===== src/rtl/irq_fe_pkg.sv =====
package irq_fe_pkg;
    typedef struct packed {
        logic nmi_seen;
        logic irq_poll;
    } poll_view_t;

    function automatic logic rise_seen(input logic prev_lvl, input logic cur_lvl);
        return cur_lvl & ~prev_lvl;
    endfunction
endpackage


===== src/rtl/nmi_edge_latch.sv =====
module nmi_edge_latch
    import irq_fe_pkg::*;
(
    input  logic clk,
    input  logic rst,
    input  logic nmi_level,
    input  logic nmi_ack,
    output logic nmi_need
);
    logic prev_lvl_q;
    logic need_q;
    logic rise;

    assign rise = rise_seen(prev_lvl_q, nmi_level);

    always_ff @(posedge clk) begin
        if (rst) begin
            prev_lvl_q <= 1'b0;
            need_q     <= 1'b0;
        end else begin
            prev_lvl_q <= nmi_level;
            if (rise)
                need_q <= 1'b1;
            else if (nmi_ack)
                need_q <= 1'b0;
        end
    end

    assign nmi_need = need_q;

    p_rise_sets_need_r1: assert property (@(posedge clk) disable iff (rst)
        (nmi_level && !prev_lvl_q) |=> nmi_need);
    p_need_sticky_r2: assert property (@(posedge clk) disable iff (rst)
        (nmi_need && !nmi_ack) |=> nmi_need);
    p_ack_clears_r2: assert property (@(posedge clk) disable iff (rst)
        (nmi_ack && !(nmi_level && !prev_lvl_q)) |=> !nmi_need);
endmodule


===== src/rtl/irq_src_mask.sv =====
module irq_src_mask #(
    parameter int NUM_SRC = 4
) (
    input  logic               clk,
    input  logic               rst,
    input  logic [NUM_SRC-1:0] irq_set,
    input  logic [NUM_SRC-1:0] irq_clr,
    output logic [NUM_SRC-1:0] irq_src
);
    logic [NUM_SRC-1:0] src_q;

    for (genvar i = 0; i < NUM_SRC; i++) begin : g_bit
        always_ff @(posedge clk) begin
            if (rst)
                src_q[i] <= 1'b0;
            else if (irq_set[i])
                src_q[i] <= 1'b1;
            else if (irq_clr[i])
                src_q[i] <= 1'b0;
        end

        p_set_bit_r4: assert property (@(posedge clk) disable iff (rst)
            irq_set[i] |=> irq_src[i]);
        p_clr_bit_r4: assert property (@(posedge clk) disable iff (rst)
            (irq_clr[i] && !irq_set[i]) |=> !irq_src[i]);
        p_idle_bit_r8: assert property (@(posedge clk) disable iff (rst)
            (!irq_clr[i] && !irq_set[i]) |=> $stable(irq_src[i]));
    end

    assign irq_src = src_q;
endmodule


===== src/rtl/poll_stage.sv =====
module poll_stage
    import irq_fe_pkg::*;
#(
    parameter int NUM_SRC = 4
) (
    input  logic               clk,
    input  logic               rst,
    input  logic               nmi_need,
    input  logic [NUM_SRC-1:0] irq_src,
    input  logic               irq_disable,
    input  logic               poll_hold,
    input  logic               nmi_ack,
    output poll_view_t         view
);
    logic       lock_q;
    poll_view_t view_q;
    poll_view_t view_d;

    always_comb begin
        view_d = view_q;
        if (!lock_q) begin
            view_d.nmi_seen = nmi_need;
            view_d.irq_poll = (|irq_src) & ~irq_disable;
        end
        if (nmi_ack)
            view_d.nmi_seen = 1'b0;
    end

    always_ff @(posedge clk) begin
        if (rst) begin
            lock_q <= 1'b0;
            view_q <= '0;
        end else begin
            lock_q <= poll_hold;
            view_q <= view_d;
        end
    end

    assign view = view_q;

    p_seen_delay_r3: assert property (@(posedge clk) disable iff (rst)
        (!lock_q && !nmi_ack) |=> (view.nmi_seen == $past(nmi_need)));
    p_poll_value_r5: assert property (@(posedge clk) disable iff (rst)
        !lock_q |=> (view.irq_poll == ($past(|irq_src) && !$past(irq_disable))));
    p_lock_freeze_r6: assert property (@(posedge clk) disable iff (rst)
        (lock_q && !nmi_ack) |=> ($stable(view.nmi_seen) && $stable(view.irq_poll)));
    p_lock_oneshot_r6: assert property (@(posedge clk) disable iff (rst)
        !poll_hold |=> !lock_q);
    p_ack_seen_r2: assert property (@(posedge clk) disable iff (rst)
        nmi_ack |=> !view.nmi_seen);
endmodule


===== src/rtl/irq_front_end.sv =====
module irq_front_end
    import irq_fe_pkg::*;
#(
    parameter int NUM_SRC = 4
) (
    input  logic               clk,
    input  logic               rst,
    input  logic               nmi_level,
    input  logic [NUM_SRC-1:0] irq_set,
    input  logic [NUM_SRC-1:0] irq_clr,
    input  logic               irq_disable,
    input  logic               poll_hold,
    input  logic               nmi_ack,
    output logic               nmi_need,
    output logic               nmi_seen,
    output logic [NUM_SRC-1:0] irq_src,
    output logic               irq_poll
);
    poll_view_t view;
    logic       need_w;
    logic [NUM_SRC-1:0] src_w;

    nmi_edge_latch u_nmi (
        .clk       (clk),
        .rst       (rst),
        .nmi_level (nmi_level),
        .nmi_ack   (nmi_ack),
        .nmi_need  (need_w)
    );

    irq_src_mask #(.NUM_SRC(NUM_SRC)) u_mask (
        .clk     (clk),
        .rst     (rst),
        .irq_set (irq_set),
        .irq_clr (irq_clr),
        .irq_src (src_w)
    );

    poll_stage #(.NUM_SRC(NUM_SRC)) u_poll (
        .clk         (clk),
        .rst         (rst),
        .nmi_need    (need_w),
        .irq_src     (src_w),
        .irq_disable (irq_disable),
        .poll_hold   (poll_hold),
        .nmi_ack     (nmi_ack),
        .view        (view)
    );

    assign nmi_need = need_w;
    assign nmi_seen = view.nmi_seen;
    assign irq_src  = src_w;
    assign irq_poll = view.irq_poll;

    p_reset_clears_r7: assert property (@(posedge clk)
        rst |=> (!nmi_need && !nmi_seen && !irq_poll && (irq_src == '0)));
endmodule


===== config.mk =====
export PLATFORM = sky130hd
export DESIGN_NAME = irq_front_end
export DESIGN_NICKNAME = d
export VERILOG_FILES = /design/src/rtl/irq_fe_pkg.sv /design/src/rtl/nmi_edge_latch.sv /design/src/rtl/irq_src_mask.sv /design/src/rtl/poll_stage.sv /design/src/rtl/irq_front_end.sv
export SDC_FILE = /design/constraint.sdc
export NUM_CORES = 1
export LEC_CHECK = 0
export ABC_AREA = 1
export BUFFER_PORTS_ARGS = -buffer_cell sky130_fd_sc_hd__buf_2
export CORE_AREA = 4 4 41 43
export CTS_CLUSTER_SIZE = 14
export DETAILED_ROUTE_END_ITERATION = 7
export DIE_AREA = 0 0 45 47
export PLACE_DENSITY = 0.54
export REMOVE_ABC_BUFFERS = 1
export SETUP_SLACK_MARGIN = 0.4
export SLEW_MARGIN = 30
export SYNTH_ARGS = -nofsm -noshare
export SYNTH_HDL_FRONTEND = slang
export SYNTH_SLANG_ARGS = --single-unit

===== constraint.sdc =====
create_clock -name clk -period 0.8 [get_ports clk]
set_input_delay 0.16 -clock clk [delete_from_list [all_inputs] [get_ports clk]]
set_output_delay 0.16 -clock clk [all_outputs]
set_load 0.005 [all_outputs]

* After elaboration in Yosys (flattened, before gate mapping) *
Index checks and enable logic that the tools add are counted.
W data, S select, Z words.

word-level totals
  input port bits = 14
  flip-flop bits (word level) = 9
  logic and storage cells = 30
  output and inout bits = 7

cells by class
  reductions and logical operators = 7
  bitwise logic cells = 4
  multiplexer cells = 10

operators with widths
  operator            number
  $mux W1             10
  $reduce_bool A2 Y1  5
  $reduce_or A4 Y1    1
  $and A1 B1 Y1       2
  $not A1 Y1          2
  $reduce_or A2 Y1    1

* Logic depth before layout (Yosys ltp) *
  word-level depth = 3
  mapped depth = 4
  gate-level depth less buffers = 4

* Modules after synthesis *
From an unflattened synthesis, not the netlist that was laid out.

unflattened totals
  cells, all modules = 47
  area, all modules = 341.6 um2

modules (own cells, without submodules)
  module          area an instance (um2)  cells an instance  times used  sequential area each (um2)
  irq_src_mask    145.1                   20                 1           80.1
  poll_stage      118.9                   17                 1           60.1
  nmi_edge_latch  77.6                    10                 1           40.0

* Worst setup path after synthesis *
OpenSTA, ideal clock, no wires.

  kind = reg2reg
  start point = reg u_mask.src_q[0], in the netlist u_mask.irq_src[0]
  end point = reg u_poll.view_q, in the netlist u_poll.view[0]
  data required time = 0.683 ns
  path buffers = 0
  clock period less this slack = 0.659 ns
  setup slack = 0.141 ns
  library setup time = 0.117 ns
  data arrival time = 0.542 ns
  stages on the path, launching flop included = 5
  cell sequence = dfxtp_1 nor2_1 nand2_1 nand2_1 a21oi_1

on the way
  cells in the longest elaborated chain, start to end = 2

ends and longest elaborated chain
  what                             line                RTL
  start, declared                  irq_src_mask.sv:10  logic [NUM_SRC-1:0] src_q;
  start signal, assigned by index  irq_src_mask.sv:15  src_q[i] <= 1'b0;
  start signal, assigned by index  irq_src_mask.sv:17  src_q[i] <= 1'b1;
  start signal, assigned by index  irq_src_mask.sv:19  src_q[i] <= 1'b0;
  $reduce_or A4 Y1                 poll_stage.sv:23    view_d.irq_poll = (|irq_src) & ~irq_disable;
  $and A1 B1 Y1                    poll_stage.sv:23
  end signal, assigned             poll_stage.sv:35    view_q <= view_d;
  end, declared                    poll_stage.sv:16    poll_view_t view_q;

Every way passes these cells.
A chain may end at the register's enable or synchronous reset.

* Worst setup path after layout *
  start point = reg u_mask.src_q[3], in the netlist u_mask.irq_src[3]
  end point = out irq_src[3]

RTL lines
  what           line                 RTL
  end, declared  irq_front_end.sv:16  output logic [NUM_SRC-1:0] irq_src,

No word-level cell between the ends.

==> reports/summary.txt <==
Outcome: complete, but fails checks
Failing checks: negative setup slack
Overflow after GRT: 0
Vias in the first global route: 301
Initial Utilization: 24.8%
Synth Flop Type: dfxtp_1
Hold Fails Final Rpt: 0
Syn Inst Count: 40
Die area: 0.00212 mm²
Crit path launch type: register
Synth top area share: 55.8%
First-pass DRT Iterations: 2
Top-count cell post-synth: inv_1
Commonest cells post-synth: inv_1 (10), dfxtp_1 (9), nor2_1 (7), a21oi_1 (5), nand2_1 (5)
Diode count: 0
Nets: 84
Critical Path Sink Type: primary output
#FFs+latches synth: 9
Share of cells above drive strength 1: 68.1%
Unrepaired setup endpoints after global routing: yes
Worst Hold Class: primary input to register
FMAX: 1.17 GHz
Initial drt markers: 2
Fillers: 148
Final WS setup: -0.0511 ns
Number of max-slew violations in the final report: 0
Async SR Flop Fraction: 0%
Power Dens Cells: 1790 mW/mm²
Setup TNS Final: -0.352 ns
GP Congestion: 0.658
CTS tree: built
First-pass GRT wire length: 1120 µm
Drt drc: 0
Slowest cell on crit path: dfxtp_2
Synthesized area: 323 µm²
Min Tclk post-route: 0.851 ns
Drt total wl: 772 µm
Max clock buf depth: 2
Critical Path, Cell by Cell: buf_2
Final Cycle Share: 106%
Endpoints failing setup: 8
Routed wire length per instance: 9.19 µm
Synthesized area per cell: 8.07 µm²
Synth area leaders: dfxtp_1 (56%), inv_1 (12%), nor2_1 (8.1%)
Clk slew on worst S/H paths: 0.06 ns
P_leak: 0.303 nW
Chip width: 45 µm
Worst-Skew Late Latency: 0.25 ns
DR vias: 336
Final ANT Viol Nets: 0
Worst slew pin tran: 0.111 ns
Worst EP required: 0.64 ns
Leading area contributor after synthesis: dfxtp_1
H-tree depth: 1
GR Util All Layers: 7.47%
Buf/Inv on CP: 1
Critical path's largest stage delay: 0.32 ns
Clock skew after layout: 0.00364 ns
IO Pins: 21
FP Rows: 13
Largest net degree at the start of global routing: 8
Port-buffer cells: 20
Total CTS buffers: 3
Chip Height: 47 µm
CP top delay family: flip-flops
Seq/Total Area, Yosys: 55.8%
Clock sinks: 9
Yosys warns: 0
Dpl ws: 0.0668 ns
WS Path Type: register to primary output
Post-synth cell types: 9
Relative slew slack: 92.6%
Area Growth Syn to Fin: 76.7%
Hold-fix buffers, CTS: 0
Post-synth EDFFs: 0
CP max FO: 2
Peak supply drop: 770 µV
Antenna violations before repair: 0
Post-DR vias/cell: 4.00
Crit path DAT: 0.69 ns
Root Buffer: clkbuf_4
Core Area: 0.00130 mm²
Max_cap viols: 0
Post-route cell area: 571 µm²
Placed cell area: 442 µm²
layout make-up:
class	count	area [µm²]	share of cell area, %
clock buffer	4	26.3	4.61
inverter	10	37.5	6.58
multi-input combinational	21	143	25.0
sequential	9	189	33.1
tap	15	18.8	3.29
timing repair buffer	25	156	27.4
registers in the layout, indices dropped and copies added (netlist names):
signal	flops
u_nmi.nmi_need	1
u_mask.irq_src	4
u_poll.view	2
u_nmi.prev_lvl_q	1
u_poll.lock_q	1
report_power, final:
part / internal, mW / switching [mW] / total (mW)
Clock: 0.192 / 0.153 / 0.345
Combinational: 0.101 / 0.0771 / 0.178
Sequential: 0.481 / 0.0158 / 0.497
Total: 0.774 / 0.246 / 1.02
layer usage:
metal	routed length (µm)	track usage (%)	part of all wire (%)	vias to the layer above
met4	0	3.51	0	0
met5	0	0	0	-
met1	337	9.24	44	146
met2	366	11.9	47	11
li1	-	-	-	179
met3	69	2.30	8.9	0
cell families after synthesis:
| logic type | synth area share [%] |
|---|---|
| AO/OA/AOI/OAI | 15.9 |
| buffers and inverters | 11.6 |
| flip-flops | 55.8 |
| AND/OR/NAND/NOR | 16.7 |
through the flow:
step                      total power [mW]  instances  hold slack [ns]  util (%)
after global placement               0.616         75            0.370      33.9
after detailed placement             0.617         75            0.369      33.9
after global routing                  1.07         84            0.126      43.8
after floorplan                      0.552         40            0.231         -
final                                 1.02         84            0.110      43.8
after CTS                             1.01         84            0.101      40.9
what timing repair did:
action / 4_1_cts / 5_1_grt
resized for setup: 13 / 10
setup endpoints to repair: 14 / 15
pin swaps: 4 / 5
buffers inserted: 5 / 0
cells in the final DEF (no fill, tap or decap), types with 2 or more instances in the layout:
master | synthesis | final
a21oi_2 | 1 | 5
buf_2 | 0 | 17
buf_4 | 0 | 4
buf_6 | 0 | 3
clkbuf_4 | 0 | 4
dfxtp_1 | 9 | 2
dfxtp_2 | 0 | 7
inv_1 | 10 | 8
inv_2 | 0 | 2
nand2_1 | 5 | 4
nor2_1 | 7 | 5
nor2_4 | 0 | 2
path summary, 6_finish.rpt:
path                           from        endpoint  slack [ns]  depth (start not counted)
setup / recovery  u_mask.irq_src[3]      irq_src[3]       -0.05                          1
hold / removal            poll_hold   u_poll.lock_q        0.11                          3
setup reg to reg  u_mask.irq_src[3]  u_poll.view[0]       -0.02                          5
hold reg to reg    u_nmi.prev_lvl_q  u_nmi.nmi_need        0.44                          1
Note: power is estimated with default switching activity, not from simulation.
